===== src/rtl/flit_pkg.sv =====
`timescale 1ns/1ps
package flit_pkg;

   typedef struct packed {
      logic [2:0] pid;
      logic       credit;
      logic [1:0] ack_cmd;
      logic [7:0] seq;
      logic [1:0] rsvd;
   } flit_hdr_t;

   localparam int HDR_BYTES = 2;
   localparam int CRC_BYTES = 2;
   localparam int CRC_W     = 16;

   // one byte folded into the running remainder, most significant bit first
   function automatic logic [CRC_W-1:0] crc_byte_step(input logic [CRC_W-1:0] rem,
                                                      input logic [7:0]       data,
                                                      input logic [CRC_W-1:0] poly);
      logic [CRC_W-1:0] r;
      r = rem ^ {data, {(CRC_W-8){1'b0}}};
      for (int k = 0; k < 8; k++) begin
         if (r[CRC_W-1]) r = {r[CRC_W-2:0], 1'b0} ^ poly;
         else            r = {r[CRC_W-2:0], 1'b0};
      end
      return r;
   endfunction

endpackage


===== src/rtl/flit_hdr_pack.sv =====
`timescale 1ns/1ps
module flit_hdr_pack #(
   parameter logic [2:0] IDLE_PID = 3'd0
) (
   input  logic        idle,
   input  logic [2:0]  pid,
   input  logic        credit,
   input  logic [1:0]  ack_cmd,
   input  logic [7:0]  seq,
   output logic [15:0] hdr
);
   flit_pkg::flit_hdr_t h;

   always_comb begin
      h.pid     = idle ? IDLE_PID : pid;
      h.credit  = credit;
      h.ack_cmd = ack_cmd;
      h.seq     = seq;
      h.rsvd    = '0;
   end

   assign hdr = h;
endmodule


===== src/rtl/flit_crc_gen.sv =====
`timescale 1ns/1ps
module flit_crc_gen #(
   parameter int          MSG_BYTES    = 66,
   parameter int          WINDOW_BYTES = 128,
   parameter logic [15:0] POLY         = 16'h8BB7
) (
   input  logic [MSG_BYTES*8-1:0] msg,
   output logic [15:0]            crc
);
   logic [15:0] chain [0:WINDOW_BYTES];

   assign chain[0] = '0;

   for (genvar i = 0; i < WINDOW_BYTES; i++) begin : g_byte
      logic [7:0] b;
      if (i < MSG_BYTES) begin : g_msg
         assign b = msg[8*(MSG_BYTES-1-i) +: 8];
      end else begin : g_pad
         assign b = '0;
      end
      assign chain[i+1] = flit_pkg::crc_byte_step(chain[i], b, POLY);
   end

   assign crc = chain[WINDOW_BYTES];
endmodule


===== src/rtl/flit_out_stage.sv =====
`timescale 1ns/1ps
module flit_out_stage #(
   parameter int W = 544
) (
   input  logic         clk,
   input  logic         rst_n,
   input  logic         flush,
   input  logic         load,
   input  logic [W-1:0] d,
   output logic [W-1:0] q,
   output logic         vld
);
   always_ff @(posedge clk or negedge rst_n) begin
      if (!rst_n) begin
         vld <= 1'b0;
         q   <= '0;
      end else if (flush) begin
         vld <= 1'b0;
      end else if (load) begin
         vld <= 1'b1;
         q   <= d;
      end
   end
endmodule


===== src/rtl/flit_pack.sv =====
`timescale 1ns/1ps
module flit_pack #(
   parameter int          PAYLOAD_BYTES = 64,
   parameter int          WINDOW_BYTES  = 128,
   parameter logic [15:0] CRC_POLY      = 16'h8BB7,
   parameter logic [2:0]  IDLE_PID      = 3'd0
) (
   input  logic                                clk,
   input  logic                                rst_n,
   input  logic                                cfg_flit256,
   input  logic                                in_valid,
   output logic                                in_ready,
   input  logic [PAYLOAD_BYTES*8-1:0]          in_payload,
   input  logic [2:0]                          in_pid,
   input  logic                                in_credit,
   input  logic [1:0]                          in_ack_cmd,
   input  logic [7:0]                          in_seq,
   output logic                                out_valid,
   input  logic                                out_ready,
   output logic [(PAYLOAD_BYTES+4)*8-1:0]      out_flit
);
   localparam int MSG_BYTES  = flit_pkg::HDR_BYTES + PAYLOAD_BYTES;
   localparam int FLIT_BYTES = MSG_BYTES + flit_pkg::CRC_BYTES;
   localparam int FLIT_BITS  = FLIT_BYTES * 8;
   localparam int PL_BITS    = PAYLOAD_BYTES * 8;

   initial begin : p_params
      assert (WINDOW_BYTES >= MSG_BYTES)
         else $error("CRC window smaller than header plus payload");
      assert (CRC_POLY[0] == 1'b1)
         else $error("CRC polynomial must have a constant term");
      assert (FLIT_BYTES == 68)
         else $error("only the 68-byte flit size is supported");
   end

   logic [PL_BITS-1:0]  pl_eff;
   logic [15:0]         hdr;
   logic [15:0]         crc;
   logic [FLIT_BITS-1:0] flit_d;

   assign in_ready = !cfg_flit256 && (!out_valid || out_ready);

   for (genvar b = 0; b < PAYLOAD_BYTES; b++) begin : g_pl
      assign pl_eff[8*b +: 8] = in_payload[8*b +: 8] & {8{in_valid}};
   end

   flit_hdr_pack #(.IDLE_PID(IDLE_PID)) u_hdr (
      .idle    (!in_valid),
      .pid     (in_pid),
      .credit  (in_credit),
      .ack_cmd (in_ack_cmd),
      .seq     (in_seq),
      .hdr     (hdr)
   );

   flit_crc_gen #(
      .MSG_BYTES    (MSG_BYTES),
      .WINDOW_BYTES (WINDOW_BYTES),
      .POLY         (CRC_POLY)
   ) u_crc (
      .msg (({hdr, pl_eff})),
      .crc (crc)
   );

   assign flit_d = {hdr, pl_eff, crc};

   flit_out_stage #(.W(FLIT_BITS)) u_stage (
      .clk   (clk),
      .rst_n (rst_n),
      .flush (cfg_flit256),
      .load  (in_ready),
      .d     (flit_d),
      .q     (out_flit),
      .vld   (out_valid)
   );
endmodule


===== config.mk =====
export PLATFORM = sky130hd
export DESIGN_NAME = flit_pack
export DESIGN_NICKNAME = d
export VERILOG_FILES = /design/src/rtl/flit_pkg.sv /design/src/rtl/flit_hdr_pack.sv /design/src/rtl/flit_crc_gen.sv /design/src/rtl/flit_out_stage.sv /design/src/rtl/flit_pack.sv
export SDC_FILE = /design/constraint.sdc
export NUM_CORES = 2
export LEC_CHECK = 0
export ABC_CLOCK_PERIOD_IN_PS = 2600
export BUFFER_PORTS_ARGS = -buffer_cell sky130_fd_sc_hd__buf_2
export CORE_MARGIN = 4
export CORE_UTILIZATION = 50
export CTS_BUF_LIST = sky130_fd_sc_hd__clkbuf_4
export DETAILED_ROUTE_END_ITERATION = 12
export MAX_ROUTING_LAYER = met4
export PLACE_DENSITY = 0.71
export SETUP_SLACK_MARGIN = 0.2
export SLEW_MARGIN = 20
export SYNTH_ARGS = -nofsm -noshare
export SYNTH_HDL_FRONTEND = slang
export SYNTH_SLANG_ARGS = --single-unit

===== constraint.sdc =====
create_clock -name clk -period 2.6 [get_ports clk]
set_clock_uncertainty 0.05 [all_clocks]
set_input_delay 0.26 -clock clk [delete_from_list [all_inputs] [get_ports clk]]
set_output_delay 0.26 -clock clk [all_outputs]
set_load 0.02 [all_outputs]

==> results.md <==
- Max clock buf depth: 4
- Critical-path maximum fanout: 8
- Row count: roughly 190
- First-pass GRT wire length: between 600,000 and 700,000 µm
- Via Count: 100,000
- Synth warn: 0
- Max-slew violations: 0
- CTS tree: built
- Global route overflow: 0
- Most common flop cell mapped by yosys: dfrtp_1
- PortBufs: approximately 1,100
- Total wire length: between 400,000 and 500,000 µm
- Die area: ~270,000 µm²
- Core area: 265,000 µm²
- Post-DR wirelength/cell: 24.0 µm
- Cts bufs inserted: about 150
- Vias per inst: 5.08
- Starting DRT DRC Count: a little over 7,000
- Post-synthesis sequential area ratio: 10.2%
- H-tree lvl count: 4
- CTS Root Cell: clkbuf_4
- HPWL after DPL: around 390,000 µm
- Hold crit path type: in2reg
- First-pass DRT Iterations: 6
- IO Count: 1,077
- Antenna Nets Post-Route: 0
- Post-layout util: approximately 74%
- Mapped Area: ~130,000 µm²
- Largest net degree at the start of global routing: roughly 120
- Vias in the first global route: between 100k and 150k
- Residual DRC: 0
- Peak Freq: between 10 and 15 MHz
- Tightest Pin Transition: a little over 0.7 ns
- Async S/R FF share, synth: 100%
- Cells after synthesis: ~9,600
- EDFF count, synth: 0
- Max Cap Viol: 0
- Die width: 524 µm
- Final setup vio count: 16
- Critical path arrival: about 83 ns
- Share of layout cells above drive strength 1: 56.6%
- Final hold violation count: 91
- Synth top area cells: xnor3_1, xnor3_2, xnor2_1
- Syn avg cell area: about 14 µm²
- Period Utilization, post-route: 3160%
- Area Overhead vs Synth: 47.7%
- Slowest CP cell: xnor3_2
- Crit path top cell by count: xnor3_2
- Layout net count: ~17,000
- Unrepaired setup endpoints after global routing: true
- Synth top area share: roughly a quarter
- Post-synthesis register bit count: approximately 540
- Synth cell types: 48
- CP peak stage delay: 0.63 ns
- Most frequent cell after synthesis: xnor2_1
- Worst Path Class, Setup: in2reg
- Fin worst setup slack: -79.65 ns
- Worst Path Required: about 3.6 ns
- Clk_lat worst skew: around 1.1 ns
- Initial antenna violation count: 47
- Clk sink count: roughly 540
- Die Ht: 524 µm
- Post-Place Worst Slack: -82.27 ns
- Status: finished, violations left
- Yosys top cell by area: xnor3_1
- Setup crit end kind: register
- Fin crit period: roughly 82 ns
- Clk pin slew, worst setup/hold paths: about 0.070 ns
- Rel. slew slack: between 50% and 60%
- GRT Total Usage: between 30% and 40%
- Most instantiated cells after synthesis: xnor2_1, xnor3_1, nand2_1, xor2_1, xnor3_2
- Failing checks: negative hold slack, negative setup slack
- GPL Wtd Cong: around 1.0
- Worst hold slack: -0.594 ns
- CP Launch Type: primary input
- Starting density of the core: between 50% and 60%
==> through the flow <==
stage	cell area (µm²)	std cells	setup TNS, ns	hold WS (ns)
after floorplan	139000	9551	-3078.00	-0.0856
after global placement	183000	18600	-1545.31	0.187
after detailed placement	183000	18600	-1584.03	0.187
after CTS	194000	19600	-1259.86	-0.686
after global routing	196000	19700	-1300.25	-0.654
final	196000	19700	-1269.60	-0.594
==> cells in the final DEF, fill, tap and decap left out, types with 84 or more instances in the layout <==
master	netlist	routed
xor3_1	305	211
xnor2_1	2285	1898
xnor3_1	1525	1193
buf_12	0	84
xnor2_4	33	221
o21ai_0	358	358
nand2_1	1170	1170
buf_4	8	4832
clkbuf_4	0	207
xor2_4	14	140
xnor3_2	980	1311
dlygate4sd3_1	2	578
dfrtp_1	543	541
buf_2	7	1069
xor2_2	163	242
xnor2_2	378	577
xor2_1	1078	873
xor3_2	164	258
==> per-layer routing <==
layer / vias to the layer above / wire length [µm] / GRT usage, %
met5: - / 0 / -
met4: 0 / 30400 / 18.0
met3: 1100 / 32800 / 5.02
met2: 3927 / 229000 / 56.5
met1: 49900 / 182000 / 42.4
li1: 45300 / - / -
==> sequential cells by signal, indices dropped and copies added (netlist names) <==
register and flops:
u_stage.q 542, u_stage.vld 1
==> repair_timing <==
action / in CTS / in global routing
endpoints found under the hold margin: 1073 / 93
setup endpoints to repair: 170 / 74
hold buffers: 577 / 2
gates resized for setup: 371 / 176
setup buffers: 188 / 87
pin swaps: 128 / 65
gates cloned: 3 / 0
==> worst max-delay path: cells and delay by family <==
family | cells | cell delay, ns
AO/OA/AOI/OAI | 3 | 0.57
XOR/XNOR | 199 | 73.01
buffers and inverters | 52 | 8.88
AND/OR/NAND/NOR | 1 | 0.24
==> cells by family (layout without fill, tap and decap cells) <==
logic type                after synthesis  count (layout)  synth area share [%]
xor gates and xnor gates             6996            6996                  83.0
and+or+nand+nor                      1350            1350                  4.02
DFF                                   543             543                  10.2
AOI/OAI and AO/OA                     383             383                  1.46
buffers and inverters                 246            6835                 0.987
muxes                                  31              31                 0.257
other                                   1              54               0.00282
==> layout make-up <==
cell class	instances	area [µm²]
inverters	13	65.1
diodes	52	130
repair buffers	6578	49400
multi-input cells	8762	127000
clock inverters	37	278
well taps	3533	4420
flip-flops and latches	543	13600
fillers	17000	68500
clock buffers	207	1550
==> final timing paths <==
check                      slack, ns  cells after the start       startpoint        endpoint
setup reg to reg                0.13                      7      u_stage.vld  u_stage.q[436]
min in group asynchronous       0.48                      4            rst_n   u_stage.q[99]
setup / recovery              -79.65                    255        in_seq[1]   u_stage.q[11]
hold / removal                 -0.59                      3  in_payload[189]  u_stage.q[205]
max in group asynchronous       1.36                      4            rst_n  u_stage.q[144]
hold reg to reg                 0.41                      2   u_stage.q[377]  u_stage.q[377]
Power is left out: the tool's default activity adds up to more than one toggle a clock period on the data nets, which glitch-free logic cannot reach.
